==> src/rtl/sqw_pkg.sv <==
package sqw_pkg;
  localparam int ACC_W    = 64;
  localparam int PH_W     = 32;
  localparam int SMP_W    = 16;
  localparam int DUTY_W   = 12;
  localparam int SLEW_W   = 4;
  localparam int SLEW_MAX = 9;
endpackage

==> src/rtl/sqw_phase_acc.sv <==
module sqw_phase_acc #(
  parameter int ACC_W = sqw_pkg::ACC_W
) (
  input  logic             clk,
  input  logic             rst_n,
  input  logic             adv,
  input  logic [ACC_W-1:0] ftw,
  output logic [ACC_W-1:0] acc_q
);
  always_ff @(posedge clk) begin
    if (!rst_n)   acc_q <= '0;
    else if (adv) acc_q <= acc_q + ftw;
  end
endmodule

==> src/rtl/sqw_shaper.sv <==
module sqw_shaper #(
  parameter int PH_W     = sqw_pkg::PH_W,
  parameter int SMP_W    = sqw_pkg::SMP_W,
  parameter int DUTY_W   = sqw_pkg::DUTY_W,
  parameter int SLEW_W   = sqw_pkg::SLEW_W,
  parameter int SLEW_MAX = sqw_pkg::SLEW_MAX
) (
  input  logic                    clk,
  input  logic                    rst_n,
  input  logic                    adv,
  input  logic                    trig,
  input  logic [SLEW_W-1:0]       slew_in,
  input  logic [DUTY_W-1:0]       duty_in,
  input  logic                    gate_en,
  input  logic [PH_W-1:0]         phase,
  output logic signed [SMP_W-1:0] raw_q,
  output logic                    raw_vld,
  output logic [SLEW_W-1:0]       act_slew,
  output logic [DUTY_W-1:0]       act_duty,
  output logic                    duty_clamped
);
  localparam int CW   = DUTY_W + 1;
  localparam int DSH  = PH_W - DUTY_W;
  localparam int RSH0 = PH_W - 2 - SMP_W;
  localparam logic [CW-1:0] QTR  = CW'(1) << (DUTY_W - 2);
  localparam logic [CW-1:0] FULL = CW'(1) << DUTY_W;
  localparam logic [DUTY_W-1:0] HALF = DUTY_W'(FULL >> 1);
  localparam logic signed [SMP_W-1:0] S_MAX = {1'b0, {(SMP_W-1){1'b1}}};
  localparam logic signed [SMP_W-1:0] S_MIN = {1'b1, {(SMP_W-1){1'b0}}};

  // trigger-side legalisation of the shadowed settings
  logic [SLEW_W-1:0] slew_sat;
  logic [CW-1:0]     lo_b, hi_b;
  logic [DUTY_W-1:0] duty_fix;
  logic              oob;

  always_comb begin
    slew_sat = (slew_in > SLEW_W'(SLEW_MAX)) ? SLEW_W'(SLEW_MAX) : slew_in;
    lo_b     = QTR >> slew_sat;
    hi_b     = FULL - lo_b;
    oob      = 1'b0;
    duty_fix = duty_in;
    if ({1'b0, duty_in} < lo_b) begin
      duty_fix = lo_b[DUTY_W-1:0];
      oob      = 1'b1;
    end else if ({1'b0, duty_in} > hi_b) begin
      duty_fix = hi_b[DUTY_W-1:0];
      oob      = 1'b1;
    end
  end

  always_ff @(posedge clk) begin
    if (!rst_n) begin
      act_slew     <= '0;
      act_duty     <= HALF;
      duty_clamped <= 1'b0;
    end else if (trig) begin
      act_slew     <= slew_sat;
      act_duty     <= duty_fix;
      duty_clamped <= oob;
    end
  end

  // region decode and ramp by shift
  logic [PH_W:0]           p_x, s_len, d_ph, d_end, q_x;
  logic [SMP_W-1:0]        up_r, dn_r;
  logic signed [SMP_W-1:0] shaped;

  always_comb begin
    p_x   = {1'b0, phase};
    s_len = ((PH_W+1)'(1) << (PH_W - 2)) >> act_slew;
    d_ph  = {1'b0, act_duty, {DSH{1'b0}}};
    d_end = d_ph + s_len;
    q_x   = p_x - d_ph;
    up_r  = SMP_W'((p_x << act_slew) >> RSH0);
    dn_r  = SMP_W'((q_x << act_slew) >> RSH0);
    if (p_x < s_len)      shaped = {~up_r[SMP_W-1], up_r[SMP_W-2:0]};
    else if (p_x < d_ph)  shaped = S_MAX;
    else if (p_x < d_end) shaped = ~{~dn_r[SMP_W-1], dn_r[SMP_W-2:0]};
    else                  shaped = S_MIN;
  end

  always_ff @(posedge clk) begin
    if (!rst_n) begin
      raw_q   <= '0;
      raw_vld <= 1'b0;
    end else if (adv) begin
      raw_q   <= gate_en ? shaped : S_MIN;
      raw_vld <= 1'b1;
    end
  end
endmodule

==> src/rtl/sqw_scaler.sv <==
module sqw_scaler #(
  parameter int SMP_W = sqw_pkg::SMP_W
) (
  input  logic                    clk,
  input  logic                    rst_n,
  input  logic                    adv,
  input  logic signed [SMP_W-1:0] raw_in,
  input  logic                    raw_vld,
  input  logic signed [SMP_W-1:0] amp,
  output logic signed [SMP_W-1:0] out_q,
  output logic                    out_vld
);
  localparam int PW = 2 * SMP_W;
  localparam logic signed [SMP_W-1:0] S_MAX = {1'b0, {(SMP_W-1){1'b1}}};

  logic signed [PW-1:0]    prod, shd;
  logic                    ovf;
  logic signed [SMP_W-1:0] sat;

  always_comb begin
    prod = raw_in * amp;
    shd  = prod >>> (SMP_W - 1);
    ovf  = ~shd[PW-1] & (|shd[PW-2:SMP_W-1]);
    sat  = ovf ? S_MAX : shd[SMP_W-1:0];
  end

  always_ff @(posedge clk) begin
    if (!rst_n) begin
      out_q   <= '0;
      out_vld <= 1'b0;
    end else if (adv) begin
      out_q   <= sat;
      out_vld <= raw_vld;
    end
  end
endmodule

==> src/rtl/sqw_nco_synth.sv <==
module sqw_nco_synth #(
  parameter int ACC_W    = sqw_pkg::ACC_W,
  parameter int PH_W     = sqw_pkg::PH_W,
  parameter int SMP_W    = sqw_pkg::SMP_W,
  parameter int DUTY_W   = sqw_pkg::DUTY_W,
  parameter int SLEW_W   = sqw_pkg::SLEW_W,
  parameter int SLEW_MAX = sqw_pkg::SLEW_MAX
) (
  input  logic                    clk,
  input  logic                    rst_n,
  input  logic [ACC_W-1:0]        ftw,
  input  logic [PH_W-1:0]         phase_ofs,
  input  logic signed [SMP_W-1:0] amp,
  input  logic [SLEW_W-1:0]       slew_code,
  input  logic [DUTY_W-1:0]       duty_code,
  input  logic                    trig,
  input  logic                    gate_en,
  input  logic                    out_ready,
  output logic                    out_valid,
  output logic signed [SMP_W-1:0] sample_out,
  output logic                    freq_err,
  output logic                    duty_clamped
);
  localparam logic [ACC_W-1:0] FREQ_LIM = ACC_W'(1) << (ACC_W - 2);

  logic                    adv;
  logic [ACC_W-1:0]        acc_q;
  logic [PH_W-1:0]         phase;
  logic signed [SMP_W-1:0] raw_q;
  logic                    raw_vld;
  logic [SLEW_W-1:0]       act_slew;
  logic [DUTY_W-1:0]       act_duty;

  assign adv   = out_ready | ~out_valid;
  assign phase = acc_q[ACC_W-1 -: PH_W] + phase_ofs;

  sqw_phase_acc #(.ACC_W(ACC_W)) u_acc (
    .clk(clk), .rst_n(rst_n), .adv(adv), .ftw(ftw), .acc_q(acc_q)
  );

  sqw_shaper #(
    .PH_W(PH_W), .SMP_W(SMP_W), .DUTY_W(DUTY_W),
    .SLEW_W(SLEW_W), .SLEW_MAX(SLEW_MAX)
  ) u_shape (
    .clk(clk), .rst_n(rst_n), .adv(adv), .trig(trig),
    .slew_in(slew_code), .duty_in(duty_code), .gate_en(gate_en),
    .phase(phase), .raw_q(raw_q), .raw_vld(raw_vld),
    .act_slew(act_slew), .act_duty(act_duty), .duty_clamped(duty_clamped)
  );

  sqw_scaler #(.SMP_W(SMP_W)) u_scale (
    .clk(clk), .rst_n(rst_n), .adv(adv), .raw_in(raw_q), .raw_vld(raw_vld),
    .amp(amp), .out_q(sample_out), .out_vld(out_valid)
  );

  always_ff @(posedge clk) begin
    if (!rst_n)               freq_err <= 1'b0;
    else if (ftw > FREQ_LIM)  freq_err <= 1'b1;
  end
endmodule

==> config.mk <==
export PLATFORM = sky130hd
export DESIGN_NAME = sqw_nco_synth
export DESIGN_NICKNAME = d
export VERILOG_FILES = /design/src/rtl/sqw_pkg.sv /design/src/rtl/sqw_phase_acc.sv /design/src/rtl/sqw_shaper.sv /design/src/rtl/sqw_scaler.sv /design/src/rtl/sqw_nco_synth.sv
export SDC_FILE = /design/constraint.sdc
export NUM_CORES = 1
export LEC_CHECK = 0
export ABC_CLOCK_PERIOD_IN_PS = 6800
export CORE_AREA = 2 2 204 206
export DETAILED_ROUTE_END_ITERATION = 8
export DIE_AREA = 0 0 206 208
export DONT_BUFFER_PORTS = 1
export GPL_TIMING_DRIVEN = 0
export PLACE_DENSITY = 0.89
export SYNTH_ARGS = -nofsm -noshare
export SYNTH_HDL_FRONTEND = slang
export SYNTH_HIERARCHICAL = 1
export SYNTH_SLANG_ARGS = --single-unit
==> constraint.sdc <==
create_clock -name clk -period 6.8 [get_ports clk]
set_input_delay 1.02 -clock clk [delete_from_list [all_inputs] [get_ports clk]]
set_output_delay 1.02 -clock clk [all_outputs]
set_load 0.005 [all_outputs]
* Word-level counts from Yosys, hierarchy flattened
Cells that the tools add are included.
Widths: inputs -> output; s select.
** Storage, ports and cells
- Output and inout bits :: 19
- Bits of input ports :: 133
- Register bits after elaboration :: 116
- Logic and storage cells :: 44
** Cells by class
- Reductions and logical operators :: 1
- Muxes and demuxes :: 10
- Order comparisons :: 7
- Shifts and indexed selects :: 4
- Multipliers :: 1
- Add/subtract/negate cells :: 5
- Bitwise operators :: 7
** Operators with widths (number)
- $mux 16 :: 5
- $lt 32x33->1 :: 2
- $add 64x64->64 :: 1
- $gt 64x63->1 const B :: 1
- $add 32x33->33 :: 1
- $shl 33x4->30 :: 1
- $shr 31x4->33 const A :: 1
- $sub 32x32->33 :: 1
- $add 32x32->32 :: 1
- $lt 32x32->1 :: 1
- $mul 16x16->32 :: 1
- $shl 32x4->30 :: 1
- $mux 12 :: 2
- $not 16->16 :: 1
- $gt 12x13->1 :: 1
- $lt 12x13->1 :: 1
- $shr 11x4->13 const A :: 1
- $sub 13x13->13 const A :: 1
- $gt 4x4->1 const B :: 1
- $mux 4 :: 1
- $not 1->1 :: 4
- $mux 1 :: 2
- $reduce_or 2->1 :: 1
- $and 1x1->1 :: 1
- $or 1x1->1 :: 1

* Depth between registers and ports, before layout
- Depth after elaboration :: 9
- Gate-level depth with buffers :: 27
- Gate-level depth less buffers :: 22

* By module
Netlist, hierarchy kept.
** Modules (own cells, without submodules)
- sqw_scaler :: times used 1, area an instance 10347.4 um2, cells each 1141, sequential area each 340.3 um2
- sqw_phase_acc :: times used 1, area an instance 6298.5 um2, cells each 796, sequential area each 1281.2 um2
- sqw_shaper :: times used 1, area an instance 5854.4 um2, cells each 753, sequential area each 680.7 um2
- sqw_nco_synth :: times used 1, area an instance 1958.1 um2, cells each 271, sequential area each 20.0 um2

* Worst setup path before layout
No wires, ideal clock.
- Kind :: input to register
- Start :: in amp[5]
- End :: reg u_scale.out_q[6]
- Required time :: 6681 ps
- Path slack :: -196 ps
- Buffers on the path :: 2
- Arrival time :: 6877 ps
- Stages :: 22
- Setup time :: 119 ps
- Cell sequence :: clkbuf_1 nand2_1 fa_1 inv_1 fa_1 inv_1 fa_1 inv_1 fa_1 fa_1 inv_1 fa_1 inv_1 ha_1 xor2_1 xnor2_1 xnor2_1 xnor2_1 o31ai_1 a211o_1 buf_6 o221a_1
** On the way
- Longest elaborated chain between the ends :: 4
- Elaborated cells between the ends (all ways) :: 5
- Those cells by class :: mul (1); mux (1); bitwise (2); reduce/logical (1)
** Ends and longest elaborated chain
- start, declared :: line sqw_nco_synth.sv:13 : input logic signed [SMP_W-1:0] amp,
- $mul 16x16->32 (*) :: line sqw_scaler.sv:21 : prod = raw_in * amp;
- $reduce_or 2->1 / $not 1->1 (equally long branches) :: line sqw_scaler.sv:23 : ovf = ~shd[PW-1] & (|shd[PW-2:SMP_W-1]);
- $and 1x1->1 :: line sqw_scaler.sv:23
- $mux 16 (*) :: line sqw_scaler.sv:24 : sat = ovf ? S_MAX : shd[SMP_W-1:0];
- end signal, assigned :: line sqw_scaler.sv:32 : out_q <= sat;
- end, declared :: line sqw_scaler.sv:10 : output logic signed [SMP_W-1:0] out_q,
Mark *: on every way between the ends. The rest lies on a longest branch, timed or not.
A chain may end at the register's enable or synchronous reset.

* Final worst setup path
- Start :: in amp[2]
- End :: reg u_scale.out_q[14]
The elaborated chain is that of the path after synthesis.

==> impl_metrics.ini <==
[worst_setup_path]
crit_family = adder cells
cp-end-kind = flip-flop
reg2reg_depth = 20
reg2reg_from = u_shape/raw_q[7]
crit_arrival_ps = 7130
cpMaxStageDelayCell = fa_2
worstPathMaxFanout = 10
worst-path-buf-inv = 7
worstSetupStartpointType = input pin
crit_chain = clkbuf_2, nand2_2, inv_1, fa_2, inv_2, fa_1, inv_1, fa_1, fa_1, fa_1, inv_1, fa_1, inv_1, ha_1, nand2_1, nor3_1, a21oi_1, a211oi_4, nor3_1, a211o_1, buf_6, o221a_1
crit_type = in2reg
path_common_cell = fa_1
regToRegSetupSlack_ps = 80
cpPeakStageDelay_ps = 590
r2r_end = u_scale/out_q[14]
required_ps = 7140

[yosys]
synth-edff-count = 0
syn_avg_cell_area_um2 = 8.260
netlist_area_um2 = 24460
synth_top_area_frac = 0.2169
synth_compound_gate_area_share = 0.1989
synth_xor_area_frac = 0.04082
synthMuxAreaShare = 0.04681
ys_warn_count = 6
synth_area_leaders = fa_1, ha_1, dfxtp_1
synthAdderAreaFrac = 0.3433
yosysSeqAreaShare = 0.09495
synth_commonest_cells = inv_1, nand2_1, fa_1
synthCells = 2961
synth_top_area_cell = fa_1
synth_top_family_by_area = adder cells
synth_seq_cells = 116
yosysMostFrequentCell = inv_1
synth_cell_types = 113
synth_ff_type = dfxtp_1
synth-simple-area-share = 0.1900
async_reset_ff_frac = 0

[clock_tree]
numClockSinks = 116
htreeDepth = 4
cts-buffers-inserted = 17
clk_latency_ps = 470
cts-hold-fix-buffers = 0
cts_tree = yes
root_buffer = clkbuf_16
clock_path_buffers = 2
clkTransAtPathRegs_ps = 60

[floorplan]
placementRows = 74
die_h_um = 208
die_w_um = 206
boundaryPins = 152
coreArea_um2 = 40550
initial_core_util = 0.6031
die-area_um2 = 42850

[placed_design]
hpwlAfterDp_mm = 61.41
gp_congestion = 0.9845
dp.cells = 3494
dp_slack_ps = -893.7
io_buffers = 0

[min_path]
hold_end = u_shape/raw_vld
min_from = u_shape/raw_vld
min_path_cells = 1
holdCritPathClass = reg2reg

[routing]
drt_iter0_markers = 2151
wirelength_mm = 75.37
viasPerCell = 6.358
drt_first_pass_iters = 6
wire_per_inst_um = 21.31
postRouteAntennaNets = 0
drc_errors = 0
num_vias = 22490

[global_routing]
grt_pass1_vias = 22940
grt_pass1_wl_mm = 119.5
grt_use_total = 0.3541
antenna_found_initial = 6
grt_max_degree = 17
overflow = 0

[finish]
syn_to_final_growth_pct = 6.052
drive_gt1_frac = 0.07503
multi_input_area_um2 = 20150
final-seq-area_um2 = 2327
post-route-util = 0.6396
instances_no_fill = 3537
fillers = 3386
nets = 3631

[sta]
holdWs_ps = 467.4
worstMarginPinSlew_ps = 1184
setup_slack_ps = 13.63
finClkSkew_ps = 12.70
rsz0062_at_grt = yes
min_period_ps = 6786
fmax_mhz = 147.4
finalHoldViolCount = 0
fin_crit_sh = 0.9980
setup_violations = 0
maxSlewHeadroom = 0.2054
slew_viol_final = 0

[run]
drv_cap = 0

[status]
outcome = complete, no violations
==> area by class of cell <==
| cell class | instances | share of cell area |
|---|---|---|
| clock buffers | 20 | 0.01761 |
| well taps | 532 | 0.02566 |
| clock inverters | 12 | 0.005981 |
| multi-input cells | 2325 | 0.7767 |
| diodes | 6 | 0.0005788 |
| plain buffers | 132 | 0.02552 |
| inverters | 389 | 0.05629 |
| flip-flops and latches | 116 | 0.08972 |
| repair buffers | 5 | 0.001929 |
==> layout by cell type (no fill, tap or decap), drive strengths merged, types with 10 or more instances in the layout <==
cell,count
and3,24
ha,247
o21ai,137
nand2b,25
clkbuf,101
dfxtp,116
nand2,299
nand3,62
a32o,15
xnor2,71
nand4,46
a21oi,189
a31oi,21
xor2,43
mux2,16
nor2b,72
fa,265
o221a,22
nor2,149
or3,10
a21o,66
or2,10
o211ai,31
o21bai,25
o21a,25
inv,389
mux2i,66
o31ai,14
a21boi,11
nor3,30
mux4,13
and2,132
a211oi,25
nor4,21
buf,56
==> worst reg2reg max path, cell delays in order (launching register included) <==
cell	delay, ps
dfxtp_1	620
clkbuf_2	370
nand2_1	130
fa_1	550
inv_1	50
fa_1	540
fa_1	450
fa_1	520
fa_1	560
inv_1	60
fa_1	520
inv_1	40
ha_1	400
nand2_2	140
o211ai_1	290
a21oi_1	180
a211oi_4	320
nor3_1	90
a211o_1	360
buf_6	170
o221a_1	240
==> per-layer routing <==
metal  global-route usage  up-vias  wire length, µm
met3              0.08568      277             6933
met5                    0        -                0
met2               0.5850     1120            35510
met1               0.4343    10860            29440
met4               0.1631        0             3488
li1                     -    10230                -
==> timing repair <==
item,CTS,global route
setup buffers,1,4
setup endpoints to repair,16,16
pin swaps,1,4
gates resized for setup,8,63
==> cells by family after synthesis <==
logic type / after synthesis
simple gates: 919
compound gates: 682
buf+inv: 521
fa+ha+maj: 512
flops: 116
xor+xnor: 114
mux: 95
other cells: 2
==> metrics by stage <==
stage | TNS, ps | instance area [µm²]
floorplan | 0 | 24470
global placement | -11120 | 25130
detailed placement | -13090 | 25130
CTS | 0 | 25800
global route | -1424 | 25930
finish | 0 | 25940
==> how the worst max path moves through the flow <==
stage	start	to	slack [ps]	depth (start not counted)
6_report	amp[2]	u_scale/out_q[14]	10	22
5_1_grt	amp[2]	u_scale/out_q[14]	-130	23
4_1_cts	u_shape/raw_q[9]	u_scale/out_q[14]	20	20
3_5_place_dp	amp[1]	u_scale/out_q[3]	-890	22
3_3_place_gp	amp[1]	u_scale/out_q[3]	-760	22
2_1_floorplan	amp[1]	u_scale/out_q[6]	10	22
==> state kept, by name, summed over array words and instances, names as in the netlist <==
| signal | flops |
|---|---|
| freq_err | 1 |
| u_acc/acc_q | 64 |
| u_scale/out_q | 16 |
| u_scale/out_vld | 1 |
| u_shape/act_duty | 12 |
| u_shape/act_slew | 4 |
| u_shape/duty_clamped | 1 |
| u_shape/raw_q | 16 |
| u_shape/raw_vld | 1 |
Power is not shown: default switching activity piles up to over one toggle a cycle in this logic, so the estimate is an artifact.
